--- src/rtl/tos_pkg.sv ---
package tos_pkg;
  localparam int SLOTS = 4;
  localparam int PTR_W = $clog2(SLOTS);
  localparam int CNT_W = $clog2(SLOTS + 1);

  typedef logic [PTR_W-1:0] slot_t;
  typedef logic [CNT_W-1:0] cnt_t;

  typedef enum logic [1:0] {
    OP_NONE = 2'd0,
    OP_PUSH = 2'd1,
    OP_POP  = 2'd2,
    OP_BOTH = 2'd3
  } stk_op_e;
endpackage

--- src/rtl/tos_name_ctrl.sv ---
module tos_name_ctrl
  import tos_pkg::*;
(
  input  logic  clk,
  input  logic  rst_n,
  input  logic  push_i,
  input  logic  pop_i,
  output slot_t ptr_q,
  output cnt_t  cnt_q,
  output logic  push_ok,
  output slot_t push_slot,
  output logic  ovf_q,
  output logic  unf_q
);
  stk_op_e op;
  logic    full, pop_ok, upd_en;
  slot_t   ptr_d;
  cnt_t    cnt_d;
  logic    ovf_d, unf_d;

  assign op        = stk_op_e'({pop_i, push_i});
  assign full      = (cnt_q == cnt_t'(SLOTS));
  assign push_slot = ptr_q - slot_t'(1);

  always_comb begin
    push_ok = 1'b0;
    pop_ok  = 1'b0;
    ovf_d   = 1'b0;
    unf_d   = 1'b0;
    ptr_d   = ptr_q;
    cnt_d   = cnt_q;
    unique case (op)
      OP_PUSH: begin
        if (full) begin
          ovf_d = 1'b1;
        end else begin
          push_ok = 1'b1;
          ptr_d   = push_slot;
          cnt_d   = cnt_q + cnt_t'(1);
        end
      end
      OP_POP: begin
        if (cnt_q == '0) begin
          unf_d = 1'b1;
        end else begin
          pop_ok = 1'b1;
          ptr_d  = ptr_q + slot_t'(1);
          cnt_d  = cnt_q - cnt_t'(1);
        end
      end
      default: ;
    endcase
  end

  assign upd_en = push_ok | pop_ok;

  always_ff @(posedge clk or negedge rst_n) begin
    if (!rst_n) begin
      ptr_q <= '0;
      cnt_q <= '0;
      ovf_q <= 1'b0;
      unf_q <= 1'b0;
    end else begin
      if (upd_en) begin
        ptr_q <= ptr_d;
        cnt_q <= cnt_d;
      end
      ovf_q <= ovf_d;
      unf_q <= unf_d;
    end
  end
endmodule

--- src/rtl/tos_mapper.sv ---
module tos_mapper
  import tos_pkg::*;
(
  input  slot_t ptr,
  input  slot_t disp,
  input  slot_t lsel,
  output slot_t phys
);
  slot_t code;

  assign code = ptr + disp;
  assign phys = code + lsel;
endmodule

--- src/rtl/tos_regfile.sv ---
module tos_regfile
  import tos_pkg::*;
#(
  parameter int DATA_W = 16
) (
  input  logic              clk,
  input  logic              wa_en,
  input  slot_t             wa_slot,
  input  logic [DATA_W-1:0] wa_data,
  input  logic              wb_en,
  input  slot_t             wb_slot,
  input  logic [DATA_W-1:0] wb_data,
  input  slot_t             rd_slot,
  output logic [DATA_W-1:0] rd_data
);
  logic [DATA_W-1:0] rd_bus [SLOTS];

  for (genvar s = 0; s < SLOTS; s++) begin : g_slot
    logic              en;
    logic [DATA_W-1:0] d, q;

    always_comb begin
      en = 1'b0;
      d  = q;
      if (wa_en && wa_slot == slot_t'(s)) begin
        en = 1'b1;
        d  = wa_data;
      end
      if (wb_en && wb_slot == slot_t'(s)) begin
        en = 1'b1;
        d  = wb_data;
      end
    end

    always_ff @(posedge clk) begin
      if (en) q <= d;
    end

    assign rd_bus[s] = q;
  end

  assign rd_data = rd_bus[rd_slot];
endmodule

--- src/rtl/tos_renamer.sv ---
module tos_renamer
  import tos_pkg::*;
#(
  parameter int DATA_W = 16,
  parameter int SP_W   = 8
) (
  input  logic              clk,
  input  logic              rst_n,
  input  logic              push_i,
  input  logic              pop_i,
  input  logic [DATA_W-1:0] push_data_i,
  input  logic [SP_W-1:0]   sp_i,
  input  logic [1:0]        rd_sel_i,
  output logic [DATA_W-1:0] rd_data_o,
  input  logic              wr_en_i,
  input  logic [1:0]        wr_sel_i,
  input  logic [DATA_W-1:0] wr_data_i,
  output logic [2:0]        count_o,
  output logic              empty_o,
  output logic              ovf_o,
  output logic              unf_o
);
  slot_t ptr_q, push_slot, rd_phys, wr_phys, disp;
  cnt_t  cnt_q;
  logic  push_ok;

  assign disp = sp_i[PTR_W-1:0];

  tos_name_ctrl u_ctrl (
    .clk       (clk),
    .rst_n     (rst_n),
    .push_i    (push_i),
    .pop_i     (pop_i),
    .ptr_q     (ptr_q),
    .cnt_q     (cnt_q),
    .push_ok   (push_ok),
    .push_slot (push_slot),
    .ovf_q     (ovf_o),
    .unf_q     (unf_o)
  );

  tos_mapper u_rd_map (
    .ptr  (ptr_q),
    .disp (disp),
    .lsel (rd_sel_i),
    .phys (rd_phys)
  );

  tos_mapper u_wr_map (
    .ptr  (ptr_q),
    .disp (disp),
    .lsel (wr_sel_i),
    .phys (wr_phys)
  );

  tos_regfile #(.DATA_W(DATA_W)) u_regs (
    .clk     (clk),
    .wa_en   (wr_en_i),
    .wa_slot (wr_phys),
    .wa_data (wr_data_i),
    .wb_en   (push_ok),
    .wb_slot (push_slot),
    .wb_data (push_data_i),
    .rd_slot (rd_phys),
    .rd_data (rd_data_o)
  );

  assign count_o = cnt_q;
  assign empty_o = (cnt_q == '0);
endmodule

--- config.mk ---
export PLATFORM = sky130hd
export DESIGN_NAME = tos_renamer
export DESIGN_NICKNAME = d
export VERILOG_FILES = /design/src/rtl/tos_pkg.sv /design/src/rtl/tos_name_ctrl.sv /design/src/rtl/tos_mapper.sv /design/src/rtl/tos_regfile.sv /design/src/rtl/tos_renamer.sv
export SDC_FILE = /design/constraint.sdc
export NUM_CORES = 1
export LEC_CHECK = 0
export BUFFER_PORTS_ARGS = -buffer_cell sky130_fd_sc_hd__buf_2
export CAP_MARGIN = 20
export CORE_ASPECT_RATIO = 0.7
export CORE_UTILIZATION = 47
export DETAILED_ROUTE_END_ITERATION = 6
export PLACE_DENSITY = 0.72
export SYNTH_ARGS = -nofsm -noshare
export SYNTH_HDL_FRONTEND = slang
export SYNTH_SLANG_ARGS = --single-unit
--- constraint.sdc ---
create_clock -name clk -period 2.6 [get_ports clk]
set_input_delay 0.13 -clock clk [delete_from_list [all_inputs] [get_ports clk]]
set_output_delay 0.13 -clock clk [all_outputs]
set_load 0.01 [all_outputs]
# After elaboration in Yosys (flattened, before gate mapping)
# Index checks and enable logic that the tools add are counted.
[op_classes]
n_addsub = 7
magnitude_cmp = 1
n_eq_ne = 11
n_mux = 33
n_bitwise = 2
n_reduce_logical = 21
[ops]
columns = ["op", "n"]
rows = [
  ["$mux 16", 10],
  ["$bmux 16 s2", 1],
  ["$mux 1", 16],
  ["$eq 2x2->1 const B", 5],
  ["$reduce_bool 2->1", 5],
  ["$logic_and 1x1->1", 8],
  ["$reduce_and 2->1", 4],
  ["$add 2x2->2", 3],
  ["$eq 2x1->1 const B", 3],
  ["$mux 3", 2],
  ["$pmux 3 s2", 1],
  ["$logic_not 2->1", 2],
  ["$mux 2", 2],
  ["$ne 2x2->1 const B", 2],
  ["$pmux 2 s2", 1],
  ["$reduce_and 4->1", 1],
  ["$add 3x1->3 const B", 1],
  ["$eq 3x3->1 const B", 1],
  ["$ge 3x3->1 const B", 1],
  ["$logic_not 3->1", 1],
  ["$not 2->3", 1],
  ["$sub 3x1->3 const B", 1],
  ["$add 2x1->2 const B", 1],
  ["$sub 2x1->2 const B", 1],
  ["$or 1x1->1", 1],
]
[totals]
ff_bits = 71
inputBits = 49
out_inout_bits = 22
word_cells = 83

# Longest topological paths before layout
# Gate-level depths: netlist (run 1).
[logic_depth]
word_depth = 7
ltp_mapped = 6
ltp_nobuf = 5

# Cells and area by module
# A second synthesis (run 1) with hierarchy kept.
[unflattened]
hier_cells = 229
hier_area_um2 = 3731.1
[modules_own_cells]
columns = ["module", "n_inst", "cells_each", "area_per_inst_um2", "seq_area_each_um2"]
rows = [
  ["tos_regfile", 1, 163, 3146.8, 1921.8],
  ["tos_name_ctrl", 1, 49, 451.7, 175.2],
  ["tos_mapper", 2, 8, 61.3, 0.0],
  ["tos_renamer", 1, 1, 10.0, 0.0],
]

# Worst setup path before layout (run 1)
# Ideal clock, no wire load.
[synth_path]
path_kind = "register to register"
start = "register u_ctrl.ptr_q[0]"
end = "register u_regs.g_slot[3].q[0] (enable)"
setup_ns = 0.411
arrival_time_ns = 2.407
required_time_ns = 2.189
setup_slack_ns = -0.218
path_stages_with_launch = 6
n_path_buf = 0
period_less_slack_ns = 2.818
cell_sequence = "dfrtp_1 > ha_1 > ha_1 > xor2_1 > xor2_1 > o21ai_0"
[synth_via]
elab_chain_cells = 7
word_cells_on_any_way = 11
classes_between = "3 x add/sub; 2 x eq/ne; 2 x mux; 4 x reduce/logical"
[synth_rtl]
columns = ["element", "line", "rtl"]
rows = [
  ["start, declared", "tos_name_ctrl.sv:8", "output slot_t ptr_q,"],
  ["start signal, assigned", "tos_name_ctrl.sv:65", "ptr_q <= ptr_d;"],
  ["$add 2x2->2", "tos_mapper.sv:11", "assign code = ptr + disp;"],
  ["$add 2x2->2", "tos_mapper.sv:12", "assign phys = code + lsel;"],
  ["$eq 2x2->1", "tos_regfile.sv:25", "if (wa_en && wa_slot == slot_t'(s)) begin"],
  ["$logic_and 1x1->1", "tos_regfile.sv:25", ""],
  ["$mux 1", "tos_regfile.sv:25", ""],
  ["$mux 1", "tos_regfile.sv:29", "if (wb_en && wb_slot == slot_t'(s)) begin"],
  ["$reduce_and 2->1 (no source line) *", "-", ""],
  ["end signal, assigned", "tos_regfile.sv:36", "if (en) q <= d;"],
  ["end, declared", "tos_regfile.sv:20", "logic [DATA_W-1:0] d, q;"],
]
# Mark *: on every way between the ends. The rest lies on a longest branch, timed or not.
# A chain may end at the register's enable or synchronous reset.

# Worst setup path after layout (run 1)
[layout_path]
start = "register u_ctrl.ptr_q[0]"
end = "output port rd_data_o[3]"
[layout_via]
elab_chain_cells = 6
[layout_rtl]
columns = ["element", "line", "rtl"]
rows = [
  ["$add 2x2->2", "tos_mapper.sv:11", ""],
  ["$add 2x2->2", "tos_mapper.sv:12", ""],
  ["$not 2->3 (not written as such)", "tos_regfile.sv:42", "assign rd_data = rd_bus[rd_slot];"],
  ["$bmux 16 s2", "tos_regfile.sv:42", ""],
  ["$mux 16 (not written as such) (2 in a row)", "tos_regfile.sv:42", ""],
  ["end, declared", "tos_renamer.sv:14", "output logic [DATA_W-1:0] rd_data_o,"],
]
# Every way passes these cells. The select of a mux whose other input is x is not followed.

==> results of run 1 <==
[worst max-delay path, cell delays in order (launching register included)]
cell     delay (ps)
dfrtp_1         390
ha_1            310
ha_2            540
buf_12          260
mux2i_1         230
mux2i_1         130
buf_2           160
[synth_stat cells (3+ instances only)]
library cell   n  area share
nand2_1        3      0.0029
ha_1           7       0.023
mux2_4        18       0.070
edfxtp_1      64        0.50
xor2_1         4      0.0091
mux2_2        46        0.13
xnor2_1        6       0.014
dfrtp_1        7       0.045
buf_6          4       0.012
inv_1          4      0.0039
mux2i_1       48        0.12
clkbuf_1       3      0.0029
o21ai_0        3      0.0039
[routing by layer]
| metal | GRT usage | part of all wire | vias up |
|---|---|---|---|
| met5 | 0 | 0 | - |
| met4 | 0.0500 | 0.0097 | 0 |
| met3 | 0.0538 | 0.044 | 6 |
| met2 | 0.311 | 0.48 | 56 |
| met1 | 0.240 | 0.47 | 1091 |
| li1 | - | - | 1069 |
[kinds of logic after synthesis]
logic type,count (synthesis),synth area share
compound gates,7,0.0113
xor+xnor,12,0.0311
fa+ha+maj,8,0.0278
buf+inv,17,0.0333
flops,71,0.543
mux,112,0.328
simple gates,15,0.0256
[repair_timing]
| action | CTS | global route |
|---|---|---|
| pin swaps | 1 | 0 |
| gates resized for setup | 1 | 2 |
| endpoints found under the setup margin | 16 | 25 |
| hold buffers | 1 | 0 |
| hold endpoints to repair | 7 | 0 |
| setup buffers | 2 | 0 |
[report_power, final]
part	leakage (uW)	internal [uW]	switching, uW
Clock	0.000147	831	451
Combinational	0.00112	1270	1470
Sequential	0.000679	1770	118
[cell type report]
type	instances	area, sq um	area share
inverters	4	15.0	0.00321
clock buffers	9	225	0.0481
multi-input cells	154	1680	0.360
repair buffers	77	445	0.0952
flip-flops and latches	71	2100	0.448
well taps	101	126	0.0270
clock inverters	7	87.6	0.0187
[registers in the layout (all words and copies together), names as in the netlist]
name	flops
u_ctrl.cnt_q	3
u_ctrl.ovf_q	1
u_ctrl.ptr_q	2
u_ctrl.unf_q	1
u_regs.g_slot.q	64
[worst max-delay path by stage]
| stage | slack, ps | startpoint | cells past startpoint | to |
|---|---|---|---|---|
| 3_3_place_gp | 120 | u_ctrl.ptr_q[0]$_DFFE_PN0P_ | 5 | u_regs.g_slot[0].q[10]$_DFFE_PP_ |
| 2_1_floorplan | 180 | u_ctrl.ptr_q[0]$_DFFE_PN0P_ | 5 | u_regs.g_slot[2].q[0]$_DFFE_PP_ |
| 4_1_cts | 8 | u_ctrl.ptr_q[0]$_DFFE_PN0P_ | 5 | u_regs.g_slot[0].q[5]$_DFFE_PP_ |
| 3_5_place_dp | 30 | u_ctrl.ptr_q[0]$_DFFE_PN0P_ | 5 | u_regs.g_slot[0].q[10]$_DFFE_PP_ |
| 5_1_grt | 10 | u_ctrl.ptr_q[0]$_DFFE_PN0P_ | 6 | rd_data_o[9] |
| 6_report | 110 | u_ctrl.ptr_q[0]$_DFFE_PN0P_ | 6 | rd_data_o[3] |
[stage by stage]
stage	instance area (sq um)	hold WS, ps
after CTS	4660	129
after floorplan	3860	-166
final	4680	141
after global routing	4680	139
after detailed placement	4300	-26.4
after global placement	4300	-28.4
==> run summary, run 1 <==
======================================================================================================
Run status ..............................................................................    completed
Period utilization ......................................................................        0.957
Data arrival at the endpoint of the critical path .......................................      2360 ps
Fraction of final layout cells with drive strength greater than 1 .......................        0.516
I/O pin cnt .............................................................................           71
CTS Root Buffer Type ....................................................................    clkbuf_16
Max-Cap Viols ...........................................................................            0
Sinks on the clock net ..................................................................           71
Register-to-Register Path Depth .........................................................            5
Core Rows ...............................................................................           27
Placer Congestion .......................................................................        0.704
Area of the core ........................................................................ 0.00791 sq mm
Power density relative to cell area ..................................................... 1260 mW/mm^2
Final count of pins violating max slew ..................................................            0
Total Wirelength ........................................................................      7430 um
Maximum root-to-sink buffer count .......................................................            2
End point of the most critical hold path ................................................ u_regs.g_slot[0].q[8]$_DFFE_PP_
Relative area change from synthesis to final layout .....................................        21.1%
Mapped Area ............................................................................. 0.00386 sq mm
Pre-CTS setup slack .....................................................................      27.3 ps
First-pass iteration count of the detailed router .......................................            4
Max Clock Skew ..........................................................................      7.94 ps
Overall power of the completed layout ...................................................      5910 uW
Predominant post-synthesis flop cell ....................................................     edfxtp_1
Final Hold Fails ........................................................................            0
Antenna violations before repair ........................................................            0
Number of CTS-inserted buffers ..........................................................            9
Violation count after the first detailed-routing iteration ..............................           92
Worst Path Max Fanout ...................................................................           25
Initial core utilization ................................................................        0.489
Die Width ...............................................................................       110 um
Number of synthesized flops with an enable pin ..........................................           64
H-tree depth ............................................................................            3
Actual transition at the worst max-transition pin .......................................       626 ps
Final Instance Count excl. Fillers ......................................................          423
Final setup violating endpoints .........................................................            0
DRC violations left .....................................................................            0
Leakage power summed over all cells .....................................................   0.00195 uW
Number of global-route vias before repair ...............................................         2282
Worst Hold Launch ....................................................................... wr_data_i[8]
Commonest non-fill, non-tap cells in the layout ......................................... 64 x buf_2, 64 x edfxtp_1, 48 x mux2i_1
Crit path launch type ...................................................................    flip-flop
Pin count of the biggest net entering global routing ....................................           26
Final Net Count .........................................................................          374
Hpwl dp .................................................................................      4850 um
Class of the tightest hold or removal check .............................................       in2reg
Filler Cells Inserted ...................................................................          652
Largest voltage drop on the vdd net .....................................................     0.734 mV
Antenna cells ...........................................................................            0
Classification of the worst setup path ..................................................      reg2out
Aggregate negative setup slack ..........................................................         0 ps
Mapped Nets .............................................................................          299
Count of distinct cell types in the synthesized netlist .................................           30
Wire length of the first global-routing pass ............................................     11700 um
Latest clock arrival within the worst-skew pair .........................................       330 ps
TritonCTS clock tree ....................................................................          yes
Crit Reg-Reg Endpoint ................................................................... u_regs.g_slot[0].q[11]$_DFFE_PP_
GRT Residual Overflow ...................................................................            0
Seq/Total Area, Yosys ...................................................................        0.543
Ys async rst share ......................................................................       0.0986
Achievable frequency ....................................................................    0.402 GHz
Yosys warning count .....................................................................            0
Element type at the critical path end ...................................................  output port
Clock transition at the register clock pins on the worst setup and hold paths after CTS .        60 ps
WP data required ........................................................................      2470 ps
DIE HEIGHT ..............................................................................      77.9 um
Rel. slew slack .........................................................................        0.582
RSZ-0062 raised after global routing ....................................................           no
Placed Instances ........................................................................          404
Number of cells produced by synthesis ...................................................          242
GR Util All Layers ......................................................................        0.188
Via Count ...............................................................................         2222
Mean cell area of the mapped netlist ....................................................   16.0 sq um
Crit path setup slack, layout ...........................................................       113 ps
Yosys reg bits ..........................................................................           71
Post-route core utilization .............................................................        0.592
Port Buffer Count .......................................................................           64
Startpoint of the worst register-to-register path ....................................... u_ctrl.ptr_q[0]$_DFFE_PN0P_
Ratio of routed vias to standard cells ..................................................         5.25
Worst hold path depth ...................................................................            2
Reg2reg setup slack .....................................................................       340 ps
Final ANT Viol Nets .....................................................................            0
Average wire per standard cell ..........................................................      17.6 um
Total Die Area .......................................................................... 0.00860 sq mm
Min Tclk post-route .....................................................................      2490 ps
======================================================================================================
(Power assumes the default switching activity.)
==> run 2: changes to the inputs <==
--- a/config.mk
+++ b/config.mk
@@ -8,9 +8,9 @@
 export BUFFER_PORTS_ARGS = -buffer_cell sky130_fd_sc_hd__buf_2
 export CAP_MARGIN = 20
 export CORE_ASPECT_RATIO = 0.7
-export CORE_UTILIZATION = 47
+export CORE_UTILIZATION = 50
 export DETAILED_ROUTE_END_ITERATION = 6
-export PLACE_DENSITY = 0.72
+export PLACE_DENSITY = 0.76
 export SYNTH_ARGS = -nofsm -noshare
 export SYNTH_HDL_FRONTEND = slang
 export SYNTH_SLANG_ARGS = --single-unit
==> run summary, run 2 (same netlist as run 1, synthesis figures left out) <==
======================================================================================================
Crit Reg-Reg Endpoint ................................................................... u_regs.g_slot[1].q[6]$_DFFE_PP_
WP data required ........................................................................      2470 ps
Worst Hold Launch ....................................................................... push_data_i[8]
Final count of pins violating max slew ..................................................            0
GR Util All Layers ......................................................................        0.186
Port Buffer Count .......................................................................           64
Leakage power summed over all cells .....................................................   0.00190 uW
Area of the core ........................................................................ 0.00738 sq mm
Top reg by flops ........................................................................ u_regs.g_slot.q
Class of the tightest hold or removal check .............................................       in2reg
Run status ..............................................................................    completed
Power density relative to cell area ..................................................... 1210 mW/mm^2
Startpoint of the worst register-to-register path ....................................... u_ctrl.ptr_q[0]$_DFFE_PN0P_
Max-Cap Viols ...........................................................................            0
Actual transition at the worst max-transition pin .......................................       571 ps
Final Hold Fails ........................................................................            0
TritonCTS clock tree ....................................................................          yes
Final setup violating endpoints .........................................................            0
Clock transition at the register clock pins on the worst setup and hold paths after CTS .        80 ps
Timing startpoint of the critical path .................................................. u_ctrl.ptr_q[0]$_DFFE_PN0P_
Classification of the worst setup path ..................................................      reg2out
Fraction of final layout cells with drive strength greater than 1 .......................        0.519
Number of CTS-inserted buffers ..........................................................            9
Pin count of the biggest net entering global routing ....................................           33
Violation count after the first detailed-routing iteration ..............................           58
Period utilization ......................................................................        0.940
Die Width ...............................................................................       107 um
Element type at the critical path end ...................................................  output port
Commonest non-fill, non-tap cells in the layout ......................................... 64 x buf_2, 64 x edfxtp_1, 48 x mux2i_1
Via Count ...............................................................................         2179
RSZ-0062 raised after global routing ....................................................           no
GRT Residual Overflow ...................................................................            0
Average wire per standard cell ..........................................................      16.6 um
DIE HEIGHT ..............................................................................      75.6 um
Reg2reg setup slack .....................................................................       500 ps
Max reg flops ...........................................................................           64
Final Net Count .........................................................................          374
Final ANT Viol Nets .....................................................................            0
Achievable frequency ....................................................................    0.409 GHz
Rel. slew slack .........................................................................        0.619
DRC violations left .....................................................................            0
CTS Root Buffer Type ....................................................................     clkbuf_8
Hpwl dp .................................................................................      4680 um
Data arrival at the endpoint of the critical path .......................................      2310 ps
Total Wirelength ........................................................................      6980 um
Crit path launch type ...................................................................    flip-flop
H-tree depth ............................................................................            3
Worst Path Max Fanout ...................................................................           10
Antenna cells ...........................................................................            0
Latest clock arrival within the worst-skew pair .........................................       350 ps
Initial core utilization ................................................................        0.523
Placer Congestion .......................................................................        0.711
Max Clock Skew ..........................................................................      4.51 ps
Core Rows ...............................................................................           26
I/O pin cnt .............................................................................           71
Worst Setup EP .......................................................................... rd_data_o[15]
First-pass iteration count of the detailed router .......................................            4
Min Tclk post-route .....................................................................      2440 ps
Sinks on the clock net ..................................................................           71
Total Die Area .......................................................................... 0.00809 sq mm
Number of global-route vias before repair ...............................................         2190
Largest voltage drop on the vdd net .....................................................     0.851 mV
Antenna violations before repair ........................................................            0
Relative area change from synthesis to final layout .....................................        18.4%
Ratio of routed vias to standard cells ..................................................         5.19
Maximum root-to-sink buffer count .......................................................            2
Wire length of the first global-routing pass ............................................     10800 um
Aggregate negative setup slack ..........................................................         0 ps
Overall power of the completed layout ...................................................      5530 uW
Largest registers ....................................................................... u_regs.g_slot.q x64, u_ctrl.cnt_q x3, u_ctrl.ptr_q x2
Register-to-Register Path Depth .........................................................            6
======================================================================================================
## run 2: changes by cell type in the layout (fill, tap and decap cells not counted)
| cell | change |
|---|---|
| clkbuf_1 | +1 |
| clkbuf_16 | -9 |
| clkbuf_8 | +9 |
| clkinv_1 | -2 |
| clkinv_2 | -1 |
| inv_6 | +2 |
| o21bai_2 | +1 |
| o21bai_4 | -1 |
## run 2: cell type report
class	count	area, sq um
sequential	71	2100
multi-input combinational	154	1680
fill	601	2810
inverter	4	15.0
tap	98	123
clock buffer	10	128
clock inverter	6	92.6
timing repair buffer	77	445
## run 2: how the worst min path moves through the flow
stage,end,slack [ps],cells past startpoint
finish,u_regs.g_slot[0].q[8]$_DFFE_PP_,120,2
global route,u_regs.g_slot[2].q[6]$_DFFE_PP_,120,2
CTS,u_regs.g_slot[2].q[3]$_DFFE_PP_,100,2
detailed placement,u_ctrl.cnt_q[0]$_DFFE_PN0P_,-30,1
global placement,u_ctrl.cnt_q[2]$_DFFE_PN0P_,-30,1
floorplan,u_ctrl.cnt_q[0]$_DFFE_PN0P_,-170,0
## run 2: layer usage
layer | up-vias | routed length, um | global-route usage
met3 | 8 | 337 | 0.0590
met2 | 50 | 3450 | 0.330
met4 | 0 | 79 | 0.0639
met1 | 1049 | 3110 | 0.219
li1 | 1072 | - | -
met5 | - | 0 | 0
## run 2: timing repair
item	CTS	global route
hold endpoints to repair	7	0
gates resized for setup	2	0
buffers inserted	0	3
setup endpoints to repair	11	4
cloned	0	0
pin swaps	0	1
hold buffers	1	0
## run 2: stage by stage
| step | instance area, sq um | worst slack [ps] | cells | hold WS, ps | utilization |
|---|---|---|---|---|---|
| 2_1_floorplan | 3860 | 178 | 242 | -166 | - |
| 3_3_place_gp | 4300 | 251 | 400 | -30.3 | 0.583 |
| 3_5_place_dp | 4300 | 230 | 400 | -28.5 | 0.583 |
| 4_1_cts | 4550 | 17.5 | 417 | 104 | 0.617 |
| 5_1_grt | 4580 | 47.0 | 420 | 115 | 0.620 |
| 6_report | 4580 | 156 | 420 | 119 | 0.620 |
## run 2: power breakdown
group | total [uW] | leakage [uW] | switching [uW] | internal (uW)
logic | 2660 | 0.00112 | 1400 | 1270
clock network | 973 | 0.000104 | 426 | 547
registers | 1890 | 0.000679 | 126 | 1760
## run 2: worst max-delay path, stage by stage (launching register included)
cell	delay (ps)
dfrtp_1	410
ha_1	320
ha_2	200
xnor2_2	170
xnor2_4	320
buf_12	200
mux2i_1	200
buf_2	150
==> run 3: changes to the inputs <==
--- a/config.mk
+++ b/config.mk
@@ -8,9 +8,10 @@
 export BUFFER_PORTS_ARGS = -buffer_cell sky130_fd_sc_hd__buf_2
 export CAP_MARGIN = 20
 export CORE_ASPECT_RATIO = 0.7
-export CORE_UTILIZATION = 50
+export CORE_UTILIZATION = 52
+export CTS_BUF_LIST = sky130_fd_sc_hd__clkbuf_8
 export DETAILED_ROUTE_END_ITERATION = 6
-export PLACE_DENSITY = 0.76
+export PLACE_DENSITY = 0.82
 export SYNTH_ARGS = -nofsm -noshare
 export SYNTH_HDL_FRONTEND = slang
 export SYNTH_SLANG_ARGS = --single-unit
==> run summary, run 3 (same netlist as run 1, synthesis figures left out) <==
======================================================================================================
Min Tclk post-route .....................................................................      2470 ps
Die Width ...............................................................................       105 um
Sum of buffers and inverters on the critical path .......................................            2
Largest registers ....................................................................... u_regs.g_slot.q x64, u_ctrl.cnt_q x3, u_ctrl.ptr_q x2
Worst stage delay on the critical path ..................................................       590 ps
Initial core utilization ................................................................        0.554
Data arrival at the endpoint of the critical path .......................................      2340 ps
Filler Cells Inserted ...................................................................          496
Clock transition at the register clock pins on the worst setup and hold paths after CTS .        80 ps
Final setup violating endpoints .........................................................            0
Worst hold margin .......................................................................       128 ps
Antenna cells ...........................................................................            0
Antenna violations before repair ........................................................            0
Latest clock arrival within the worst-skew pair .........................................       340 ps
Final ANT Viol Nets .....................................................................            0
Commonest non-fill, non-tap cells in the layout ......................................... 64 x buf_2, 64 x edfxtp_1, 48 x mux2i_1
Area of the multi-input gates ........................................................... 0.00168 sq mm
Total Die Area .......................................................................... 0.00779 sq mm
Relative area change from synthesis to final layout .....................................        17.4%
Ratio of routed vias to standard cells ..................................................         5.35
Final Instance Count excl. Fillers ......................................................          414
Maximum root-to-sink buffer count .......................................................            2
Top reg by flops ........................................................................ u_regs.g_slot.q
Placed Instances ........................................................................          396
H-tree depth ............................................................................            3
Final count of pins violating max slew ..................................................            0
Class of the tightest hold or removal check .............................................       in2reg
Average wire per standard cell ..........................................................      17.5 um
Via Count ...............................................................................         2216
Hpwl dp .................................................................................      4800 um
TritonCTS clock tree ....................................................................          yes
Wire length of the first global-routing pass ............................................     11400 um
CTS Root Buffer Type ....................................................................     clkbuf_8
Run status ..............................................................................    completed
DIE HEIGHT ..............................................................................      74.1 um
Port Buffer Count .......................................................................           64
WP data required ........................................................................      2470 ps
Final Net Count .........................................................................          373
Top cell by count, worst path ...........................................................      mux2i_1
First-pass iteration count of the detailed router .......................................            5
Period utilization ......................................................................        0.950
Actual transition at the worst max-transition pin .......................................       953 ps
Leakage power summed over all cells .....................................................   0.00189 uW
Pin count of the biggest net entering global routing ....................................           18
I/O pin cnt .............................................................................           71
Max reg flops ...........................................................................           64
Area of the core ........................................................................ 0.00698 sq mm
Placer Congestion .......................................................................        0.748
Rel. slew slack .........................................................................        0.364
GRT Residual Overflow ...................................................................            0
Footprint of the flip-flops and latches ................................................. 0.00210 sq mm
Crit path launch type ...................................................................    flip-flop
Violation count after the first detailed-routing iteration ..............................           96
Worst-path cell with the longest stage delay ............................................         ha_2
Overall power of the completed layout ...................................................      5420 uW
Total Wirelength ........................................................................      7250 um
Core Rows ...............................................................................           25
Number of CTS-inserted buffers ..........................................................            9
Classification of the worst setup path ..................................................      reg2out
Crit path max-delay family ..............................................................  adder cells
Global-route track usage on met1 ........................................................        0.242
Most utilized layer in the global route result ..........................................         met2
Final Hold Fails ........................................................................            0
Max-Cap Viols ...........................................................................            0
RSZ-0062 raised after global routing ....................................................           no
Number of global-route vias before repair ...............................................         2296
Achievable frequency ....................................................................    0.405 GHz
Sequence of cells on the critical path .................................................. ha_1 -> ha_2 -> buf_4 -> mux2i_1 -> mux2i_1 -> buf_2
Worst Path Max Fanout ...................................................................           11
Global routing usage on met3 ............................................................       0.0631
Max Clock Skew ..........................................................................      8.21 ps
Element type at the critical path end ...................................................  output port
Fraction of final layout cells with drive strength greater than 1 .......................        0.519
Largest voltage drop on the vdd net .....................................................     0.611 mV
Power density relative to cell area ..................................................... 1200 mW/mm^2
Aggregate negative setup slack ..........................................................         0 ps
Global routing usage on met2 ............................................................        0.352
GR Util All Layers ......................................................................        0.202
DRC violations left .....................................................................            0
Sinks on the clock net ..................................................................           71
======================================================================================================
[run 3: changes by cell type in the layout (fill, tap and decap cells not counted)]
cell and change:
clkinv_2 +3, clkinv_4 +2, bufinv_16 -1, clkbuf_1 -1
o21bai_4 +1, buf_4 -1, o21bai_2 -1, inv_6 -2
clkinvlp_4 -2
[run 3: worst paths after layout]
kind	from	slack [ps]	end	depth (start not counted)
setup / recovery	u_ctrl.ptr_q[0]$_DFFE_PN0P_	130	rd_data_o[14]	6
hold / removal	push_data_i[5]	130	u_regs.g_slot[2].q[5]$_DFFE_PP_	2
setup reg to reg	u_ctrl.ptr_q[0]$_DFFE_PN0P_	170	u_regs.g_slot[2].q[12]$_DFFE_PP_	5
hold reg to reg	u_ctrl.cnt_q[0]$_DFFE_PN0P_	560	u_ctrl.unf_q$_DFF_PN0_	1
max in group asynchronous	rst_n	2310	u_ctrl.cnt_q[0]$_DFFE_PN0P_	2
min in group asynchronous	rst_n	140	u_ctrl.ovf_q$_DFF_PN0_	2
[run 3: metrics by stage]
step | util | area, sq um | setup slack (ps)
2_1_floorplan | - | 3860 | 178
3_3_place_gp | 0.615 | 4290 | 94.4
3_5_place_dp | 0.615 | 4290 | 51.9
4_1_cts | 0.648 | 4520 | 29.7
5_1_grt | 0.650 | 4540 | 12.3
6_report | 0.650 | 4540 | 131
[run 3: cell type report]
type                    count  share of cell area
well taps                  94              0.0259
clock buffers               9              0.0273
inverters                   4             0.00331
multi-input cells         154               0.371
clock inverters             6              0.0138
repair buffers             76              0.0965
flip-flops and latches     71               0.462
[run 3: metal layers]
layer / wire (um) / share of wire / vias to the layer above
li1: - / - / 1057
met5: 0 / 0 / -
met2: 3580 / 0.49 / 58
met3: 311 / 0.043 / 6
met1: 3290 / 0.45 / 1095
met4: 72 / 0.0099 / 0
[run 3: power breakdown]
group	total [uW]	switching (uW)	internal, uW
clock	834	399	435
combinational	2690	1430	1270
sequential	1900	128	1770
[run 3: what timing repair did]
action,CTS,global route
resized for setup,1,2
endpoints found under the setup margin,16,17
hold buffers,1,0
pin swaps,1,0
endpoints found under the hold margin,7,0
setup buffers,2,0
